===== src/rtl/fact_pkg.sv =====
package fact_pkg;
  localparam int unsigned OFF_ID    = 'h00;
  localparam int unsigned OFF_LIVE  = 'h04;
  localparam int unsigned OFF_VAL   = 'h08;
  localparam int unsigned OFF_STAT  = 'h20;
  localparam int unsigned ACC_BYTES = 4;

  typedef enum logic [2:0] {
    SEL_ID,
    SEL_LIVE,
    SEL_VAL,
    SEL_STAT,
    SEL_NONE
  } reg_sel_e;
endpackage


===== src/rtl/fact_regif.sv =====
module fact_regif
  import fact_pkg::*;
#(
  parameter int unsigned ADDR_W = 8,
  parameter int unsigned SIZE_W = 4
) (
  input  logic              req_i,
  input  logic              we_i,
  input  logic [ADDR_W-1:0] addr_i,
  input  logic [SIZE_W-1:0] size_i,
  output reg_sel_e          sel_o,
  output logic              size_ok_o,
  output logic              wr_o
);
  assign size_ok_o = (size_i == SIZE_W'(ACC_BYTES));
  assign wr_o      = req_i & we_i & size_ok_o;

  always_comb begin
    if      (addr_i == ADDR_W'(OFF_ID))   sel_o = SEL_ID;
    else if (addr_i == ADDR_W'(OFF_LIVE)) sel_o = SEL_LIVE;
    else if (addr_i == ADDR_W'(OFF_VAL))  sel_o = SEL_VAL;
    else if (addr_i == ADDR_W'(OFF_STAT)) sel_o = SEL_STAT;
    else                                  sel_o = SEL_NONE;
  end
endmodule


===== src/rtl/fact_engine.sv =====
module fact_engine #(
  parameter int unsigned DATA_W = 32
) (
  input  logic              clk_i,
  input  logic              rst_ni,
  input  logic              start_i,
  input  logic [DATA_W-1:0] operand_i,
  output logic              busy_o,
  output logic              done_o,
  output logic [DATA_W-1:0] result_o
);
  logic              busy_q;
  logic [DATA_W-1:0] acc_q, cnt_q;

  // last step once the down-counter has reached 1 (or started at 0)
  assign done_o   = busy_q && (cnt_q <= DATA_W'(1));
  assign busy_o   = busy_q;
  assign result_o = acc_q;

  always_ff @(posedge clk_i or negedge rst_ni) begin
    if (!rst_ni) begin
      busy_q <= 1'b0;
      acc_q  <= '0;
      cnt_q  <= '0;
    end else if (start_i) begin
      busy_q <= 1'b1;
      acc_q  <= DATA_W'(1);
      cnt_q  <= operand_i;
    end else if (busy_q) begin
      if (done_o) begin
        busy_q <= 1'b0;
      end else begin
        acc_q <= DATA_W'(acc_q * cnt_q);
        cnt_q <= cnt_q - DATA_W'(1);
      end
    end
  end

  a_r3_no_restart: assert property (@(posedge clk_i) disable iff (!rst_ni)
    start_i |-> !busy_q);
  a_r5_busy_holds: assert property (@(posedge clk_i) disable iff (!rst_ni)
    (busy_q && !done_o && !start_i) |=> busy_q);
  a_r5_count_down: assert property (@(posedge clk_i) disable iff (!rst_ni)
    (busy_q && !done_o && !start_i) |=> (cnt_q == $past(cnt_q) - DATA_W'(1)));
  a_r5_done_clears: assert property (@(posedge clk_i) disable iff (!rst_ni)
    (done_o && !start_i) |=> !busy_q);
endmodule


===== src/rtl/fact_compute_unit.sv =====
module fact_compute_unit
  import fact_pkg::*;
#(
  parameter int unsigned ADDR_W   = 8,
  parameter int unsigned SIZE_W   = 4,
  parameter int unsigned DATA_W   = 32,
  parameter logic [31:0] ID_VALUE = 32'h010000ED,
  parameter int unsigned BUSY_BIT = 0,
  parameter int unsigned IEN_BIT  = 7
) (
  input  logic              clk_i,
  input  logic              rst_ni,
  input  logic              req_i,
  input  logic              we_i,
  input  logic [ADDR_W-1:0] addr_i,
  input  logic [SIZE_W-1:0] size_i,
  input  logic [DATA_W-1:0] wdata_i,
  output logic [DATA_W-1:0] rdata_o,
  output logic              irq_o
);
  reg_sel_e          sel;
  logic              size_ok, wr;
  logic              eng_busy, eng_done, start;
  logic [DATA_W-1:0] eng_result;
  logic [DATA_W-1:0] live_q, val_q, stat_word;
  logic              ien_q, irq_q;

  fact_regif #(.ADDR_W(ADDR_W), .SIZE_W(SIZE_W)) i_regif (
    .req_i    (req_i),
    .we_i     (we_i),
    .addr_i   (addr_i),
    .size_i   (size_i),
    .sel_o    (sel),
    .size_ok_o(size_ok),
    .wr_o     (wr)
  );

  // operand writes are dropped while a run is in flight
  assign start = wr && (sel == SEL_VAL) && !eng_busy;

  fact_engine #(.DATA_W(DATA_W)) i_engine (
    .clk_i    (clk_i),
    .rst_ni   (rst_ni),
    .start_i  (start),
    .operand_i(wdata_i),
    .busy_o   (eng_busy),
    .done_o   (eng_done),
    .result_o (eng_result)
  );

  always_ff @(posedge clk_i or negedge rst_ni) begin
    if (!rst_ni) begin
      live_q <= '0;
      val_q  <= '0;
      ien_q  <= 1'b0;
      irq_q  <= 1'b0;
    end else begin
      irq_q <= eng_done & ien_q;
      if (wr && sel == SEL_LIVE) live_q <= ~wdata_i;
      if (wr && sel == SEL_STAT) ien_q <= wdata_i[IEN_BIT];
      if (eng_done)   val_q <= eng_result;
      else if (start) val_q <= wdata_i;
    end
  end

  always_comb begin
    stat_word           = '0;
    stat_word[BUSY_BIT] = eng_busy;
    stat_word[IEN_BIT]  = ien_q;
  end

  always_comb begin
    rdata_o = '1;
    if (size_ok) begin
      unique case (sel)
        SEL_ID:   rdata_o = DATA_W'(ID_VALUE);
        SEL_LIVE: rdata_o = live_q;
        SEL_VAL:  rdata_o = val_q;
        SEL_STAT: rdata_o = stat_word;
        default:  rdata_o = '1;
      endcase
    end
  end

  assign irq_o = irq_q;

  a_r2_live_inverts: assert property (@(posedge clk_i) disable iff (!rst_ni)
    (wr && sel == SEL_LIVE) |=> (live_q == ~$past(wdata_i)));
  a_r3_busy_drops_write: assert property (@(posedge clk_i) disable iff (!rst_ni)
    (wr && sel == SEL_VAL && eng_busy && !eng_done) |=> (val_q == $past(val_q)));
  a_r5_result_loaded: assert property (@(posedge clk_i) disable iff (!rst_ni)
    eng_done |=> (val_q == $past(eng_result)));
  a_r6_irq_single: assert property (@(posedge clk_i) disable iff (!rst_ni)
    irq_o |=> !irq_o);
  a_r6_irq_cause: assert property (@(posedge clk_i) disable iff (!rst_ni)
    irq_o |-> ($past(eng_done) && $past(ien_q)));
  a_r8_bad_size_ones: assert property (@(posedge clk_i) disable iff (!rst_ni)
    (req_i && !we_i && size_i != SIZE_W'(ACC_BYTES)) |-> (rdata_o == '1));
endmodule


===== config.mk =====
export PLATFORM = sky130hd
export DESIGN_NAME = fact_compute_unit
export DESIGN_NICKNAME = d
export VERILOG_FILES = /design/src/rtl/fact_pkg.sv /design/src/rtl/fact_regif.sv /design/src/rtl/fact_engine.sv /design/src/rtl/fact_compute_unit.sv
export SDC_FILE = /design/constraint.sdc
export NUM_CORES = 1
export LEC_CHECK = 0
export ABC_AREA = 1
export CAP_MARGIN = 10
export CORE_MARGIN = 2
export CORE_UTILIZATION = 40
export DETAILED_ROUTE_END_ITERATION = 6
export GPL_TIMING_DRIVEN = 1
export SLEW_MARGIN = 20
export SYNTH_ARGS = -nofsm -noshare
export SYNTH_HDL_FRONTEND = slang
export SYNTH_SLANG_ARGS = --single-unit

===== constraint.sdc =====
create_clock -name clk_i -period 20.5 [get_ports clk_i]
set_clock_uncertainty 0.2 [all_clocks]
set_input_delay 4.1 -clock clk_i [delete_from_list [all_inputs] [get_ports clk_i]]
set_output_delay 4.1 -clock clk_i [all_outputs]
set_load 0.02 [all_outputs]

# [After elaboration in Yosys (flattened, before gate mapping)]
# Cells that the tools add are included.
[totals] register_bits=131 inputBits=48 out_inout_bits=33 wordCells=50
[classes] addsub=1 multipliers=1 magnitude_cmp=1 n_eq_ne=8 mux=17 n_bitwise=4 n_reduce_logical=11
[ops] cell="32-bit 2-to-1 mux" count=9
[ops] cell="32-bit one-hot mux with 4 select lines" count=1
[ops] cell="32-bit by 1-bit <= comparator with 1-bit output (second input constant)" count=1
[ops] cell="32-bit by 32-bit multiplier with 32-bit output" count=1
[ops] cell="32-bit NOT" count=1
[ops] cell="32-bit by 1-bit subtractor with 32-bit output (second input constant)" count=1
[ops] cell="3-bit 2-to-1 mux" count=4
[ops] cell="8-bit by 3-bit equality test with 1-bit output (second input constant)" count=1
[ops] cell="8-bit by 4-bit equality test with 1-bit output (second input constant)" count=1
[ops] cell="8-bit by 6-bit equality test with 1-bit output (second input constant)" count=1
[ops] cell="8-bit logical NOT" count=1
[ops] cell="3-bit by 2-bit equality test with 1-bit output (second input constant)" count=2
[ops] cell="1-bit logical AND" count=5
[ops] cell="4-bit by 3-bit equality test with 1-bit output (second input constant)" count=1
[ops] cell="2-bit nonzero test" count=2
[ops] cell="1-bit AND" count=3
[ops] cell="3-bit by 1-bit equality test with 1-bit output (second input constant)" count=1
[ops] cell="3-bit logical NOT" count=1
[ops] cell="1-bit 2-to-1 mux" count=3
[ops] cell="2-bit by 1-bit inequality test with 1-bit output (second input constant)" count=1
[ops] cell="2-bit AND reduction" count=1
[ops] cell="1-bit logical NOT" count=1

# [Logic depth before layout (Yosys ltp)]
[depth] ltp_word=10 ltp_mapped=35 depth_no_buf=33

# [Modules after synthesis]
# Synthesis repeated with hierarchy kept, for this count alone.
[unflattened] cells_unflattened=3211 area_unflattened_um2=23676.5
[by_module_without_submodules] module="fact_engine" n_inst=1 cells_each=2704 area_per_inst_um2=20135.6 seq_area_each_um2=1626.6
[by_module_without_submodules] module="fact_compute_unit" n_inst=1 cells_each=472 area_per_inst_um2=3377.0 seq_area_each_um2=1651.6
[by_module_without_submodules] module="fact_regif" n_inst=1 cells_each=35 area_per_inst_um2=163.9 seq_area_each_um2=0.0

# [Worst setup path before layout]
# OpenSTA, ideal clock, no wires.
[synth_timing] path_kind="input -> output" startpoint="input port addr_i[1]" endpoint="output port rdata_o[0]" t_arrival_ns=5.624 t_required_ns=16.200 slack_ns=10.576 stages=10 n_path_buf=0 path_cell_list="nor2_1 inv_1 nor3_1 inv_1 nor3_1 inv_1 nand3_1 nand2_1 nor2_1 o2111ai_1"
[synth_via] elab_chain_len=8 word_cells_on_any_way=14 classes_between="eq/ne (6); mux (6); reduce/logical (2)"
[synth_rtl] item="start, declared" line="fact_compute_unit.sv:15" rtl="input logic [ADDR_W-1:0] addr_i,"
[synth_rtl] item="8-bit by 6-bit equality test with 1-bit output" line="fact_regif.sv:22" rtl="else if (addr_i == ADDR_W'(OFF_STAT)) sel_o = SEL_STAT;"
[synth_rtl] item="3-bit 2-to-1 mux" line="fact_regif.sv:22"
[synth_rtl] item="3-bit 2-to-1 mux" line="fact_regif.sv:21" rtl="else if (addr_i == ADDR_W'(OFF_VAL)) sel_o = SEL_VAL;"
[synth_rtl] item="3-bit 2-to-1 mux" line="fact_regif.sv:20" rtl="else if (addr_i == ADDR_W'(OFF_LIVE)) sel_o = SEL_LIVE;"
[synth_rtl] item="3-bit 2-to-1 mux (*)" line="fact_regif.sv:19" rtl="if (addr_i == ADDR_W'(OFF_ID)) sel_o = SEL_ID;"
[synth_rtl] item="3-bit by 2-bit equality test with 1-bit output (tied with other cells)" line="fact_compute_unit.sv:75" rtl="unique case (sel)"
[synth_rtl] item="32-bit one-hot mux with 4 select lines (*)" line="fact_compute_unit.sv:75"
[synth_rtl] item="32-bit 2-to-1 mux (*)" line="fact_compute_unit.sv:74" rtl="if (size_ok) begin"
[synth_rtl] item="end, declared" line="fact_compute_unit.sv:18" rtl="output logic [DATA_W-1:0] rdata_o,"
# Mark *: on every way between the ends. The rest lies on a longest branch, timed or not.

# [Final worst setup path]
# Ends and elaborated chain as after synthesis.

==> results <==
- In this run, synthesis inferred 0 flip-flops with an integrated enable.
- The setup TNS is 0 ns.
- Setup repair after global routing left no endpoint under its margin.
- The area growth from synthesis to layout is 8.55%.
- The highest net fanout along the worst path is 26.
- TritonCTS built the clock tree.
- The average via count per standard cell is 4.90.
- The initial utilization of the core area, before any placement, comes to 0.404.
- In this run the worst hold path is classified as reg2reg.
- The final count of negative-setup-slack endpoints is 0.
- At the worst endpoint, the required time is roughly 16 ns.
- The clock drives 131 sinks.
- The share of the synthesized area in compound gates (AO/OA/AOI/OAI) was 0.0769.
- Summed over all layers, the routed wires come to 65.2 mm.
- The cell depth of the worst flop-to-flop path is 25.
- Counting flops with an async set or reset pin after synthesis yields a share of 1.00.
- The post-layout utilization of the core is 0.438.
- The synthesized netlist occupies a cell area of 23200 µm².
- After clock tree synthesis, the clock-pin slew on the worst setup and hold paths is roughly 0.07 ns.
- In this run the tool buffered the top-level ports with 80 buffer cells.
- Entering global routing, the biggest net connects 86 pins.
- The via count of the first global-routing pass was 19500.
- The area of the placeable core is 57600 µm².
- The number of remaining DRC errors is 0.
- The number of iterations in the first detailed-routing pass is 6.
- Counting distinct cell types in the post-synthesis netlist gives 54.
- The count of instances resized after the clock tree is built is 0.
- The die covers 60100 µm².
- The number of placed cells counting well taps is 3733.
- The via count is 18400.
- The flop and latch count out of synthesis is 131.
- After synthesis, the largest family of logic cells by area is adder cells.
- The global placer's final weighted congestion is 0.880.
- The cell sitting at the root of the clock tree is a clkbuf_16.
- For this run, the top clock speed supported by timing is 84.0 MHz.
- The share of synthesized cell area in and, or, nand and nor gates is 0.178.
- The arrival time at the worst endpoint is 7.61 ns.
- Max-cap violations in this run came to 0.
- The repair_antennas step left the layout with diodes totalling 0.
- The cell count after synthesis came out at roughly 3000.
- The synthesis warning total is 0.
- The transition time at the pin with the least slew margin is 1.04 ns.
- The endpoint type of the worst setup path is an output port.
- The number of H-tree branching levels is 4.
- The number of buffers inserted by post-CTS setup repair is 0.
- The final cell count without fillers is between 3000 and 4000.
- The chip height is 245 µm.
- Of the total synthesized cell area, the portion taken by full adders, half adders and majority gates is 0.419.
- In this run the tightest slew margin relative to its limit is 0.303.
- The residual antenna-violating net count after detailed routing is 0.
- The final HPWL from detailed placement is approximately 50 mm.
- The routed design could run at a clock period as short as 11.91 ns.
- Hold is met by around 0.29 ns.
- In the global route stage, overall resource usage came out at 0.228.
- The sequential cell area fraction in the yosys report is 0.141.
- The average routed wire per standard cell is 17.3 µm.
- The most used flip-flop cell after synthesis is dfrtp_1.
- The run finished with clean final reports.
- The share of layout cells above drive strength 1 is 0.0363.
- The initial antenna violation count is 0.
- The xor/xnor share of the synthesized area is 0.0185.
- The first global-routing pass estimated 107 mm of wire.
- The boundary pin count is 81.
- When the netlist entered floorplanning its net count stood at 3585.
- Along the worst hold path, the cell count comes to 2.
- The setup path with the least slack is of type in2out.
- The fraction of synthesized area in multiplexers is 0.000484.
- The ratio of final minimum period to clock period is 0.581.
- The final-report hold violation count is 0.
- After synthesis, the mean cell area works out to 7.74 µm².
- Counting the fill cells in the layout gives 5816.
- Summed over all layers, the global routing overflow is 0.
- The kind of launch point of the worst setup path is a primary input.
- At the later pin of the worst-skew pair, clock insertion delay measures 0.43 ns.
- Row generation in the floorplan step produced between 80 and 90 rows.
- The floorplan step set the die width to 245 µm.
- The clock passes through at most 2 buffers.
- In this run, CTS created clock tree buffers numbering 17.
- The number of pins exceeding their max-slew limit in the final report is 0.
- The iteration-0 DRC count of the detailed router is 1219.
- Hold repair after CTS inserted 0 buffers.
- The final-stage net count is 3568.
==> registers in the layout, indices dropped and copies added (netlist names) <==
signal,cells
live_q,32
i_engine.result_o,32
i_engine.busy_o,1
i_engine.cnt_q,32
irq_o,1
ien_q,1
val_q,32
==> area by class of cell <==
| cell class | instances | area, µm² | share of cell area |
|---|---|---|---|
| multi-input combinational | 1865 | 16100 | 0.638 |
| clock inverter | 15 | 171 | 0.00679 |
| sequential | 131 | 3280 | 0.130 |
| clock buffer | 17 | 425 | 0.0169 |
| inverter | 852 | 3200 | 0.127 |
| timing repair buffer | 120 | 1100 | 0.0437 |
| tap | 765 | 957 | 0.0379 |
==> cells in the mapped netlist (4+ instances only) <==
library cell,instances,area (µm²)
o211ai_1,7,52.6
a21o_1,4,30.0
o21ai_0,91,455
a221oi_1,17,149
a21oi_1,59,295
dfrtp_1,131,3280
inv_2,4,15.0
nand3_1,65,325
o31ai_1,5,37.5
inv_1,847,3180
a221o_1,35,350
fa_1,408,8170
nand2_1,812,3050
nor2_1,81,304
buf_4,6,45.0
o21bai_1,4,30.0
nor2_2,5,31.3
ha_1,125,1560
xor2_1,32,280
nor3_1,15,75.1
nand4_1,14,87.6
o221ai_1,7,61.3
nand3b_1,10,75.1
xnor2_1,17,149
buf_6,6,67.6
buf_1,27,101
nor2_4,4,45.0
buf_2,21,105
a22o_1,7,61.3
clkbuf_1,96,360
a221oi_2,7,105
==> placed cells by master, fill, tap and decap left out, types with 59 or more instances in the layout <==
cell type	instances
a21oi_1	59
clkdlybuf4s50_1	79
dfrtp_1	131
fa_1	408
ha_1	125
inv_1	847
nand2_1	811
nand3_1	65
nor2_1	80
o21ai_0	91
==> per-layer routing <==
layer	global-route usage	part of all wire	vias up
li1	-	-	8724
met1	0.310	0.45	9119
met2	0.387	0.48	495
met3	0.0227	0.049	93
met4	0.0647	0.028	0
met5	0	0	-
==> kinds of logic (layout without fill, tap and decap cells) <==
group,Yosys count,after routing
AOI/OAI and AO/OA,263,263
xor gates and xnor gates,49,49
adders and majority gates,533,533
buffers and inverters,1008,1004
DFF,131,131
muxes,1,1
and+or+nand+nor,1019,1019
==> metrics by stage <==
step | instance area (µm²) | setup slack (ns)
after detailed placement | 24600 | 8.67
after global placement | 24600 | 8.67
after global routing | 25200 | 8.33
after CTS | 25200 | 8.66
after floorplan | 23200 | 10.58
final | 25200 | 8.59
==> critical path, stage by stage <==
cell	delay, ns
clkdlybuf4s50_1	0.40
nor2_1	0.21
inv_1	0.09
nor3_1	0.16
inv_1	0.09
nor3_1	0.26
inv_1	0.14
nand3_1	0.10
nand2_1	0.55
nor2_1	0.69
o2111ai_1	0.21
clkdlybuf4s50_1	0.59
==> path summary, 6_finish.rpt <==
check | slack, ns | to | from
max | 8.59 | rdata_o[0] | addr_i[1]
max reg2reg | 12.75 | i_engine.result_o[26]$_DFFE_PN0P_ | i_engine.cnt_q[8]$_DFFE_PN0P_
min in group asynchronous | 3.53 | live_q[22]$_DFFE_PN0P_ | rst_ni
max in group asynchronous | 15.36 | i_engine.cnt_q[12]$_DFFE_PN0P_ | rst_ni
min reg2reg | 0.29 | live_q[18]$_DFFE_PN0P_ | live_q[18]$_DFFE_PN0P_
min | 0.29 | live_q[18]$_DFFE_PN0P_ | live_q[18]$_DFFE_PN0P_
Power is left out: the tool's default activity adds up to more than one toggle a clock period on the data nets, which glitch-free logic cannot reach.
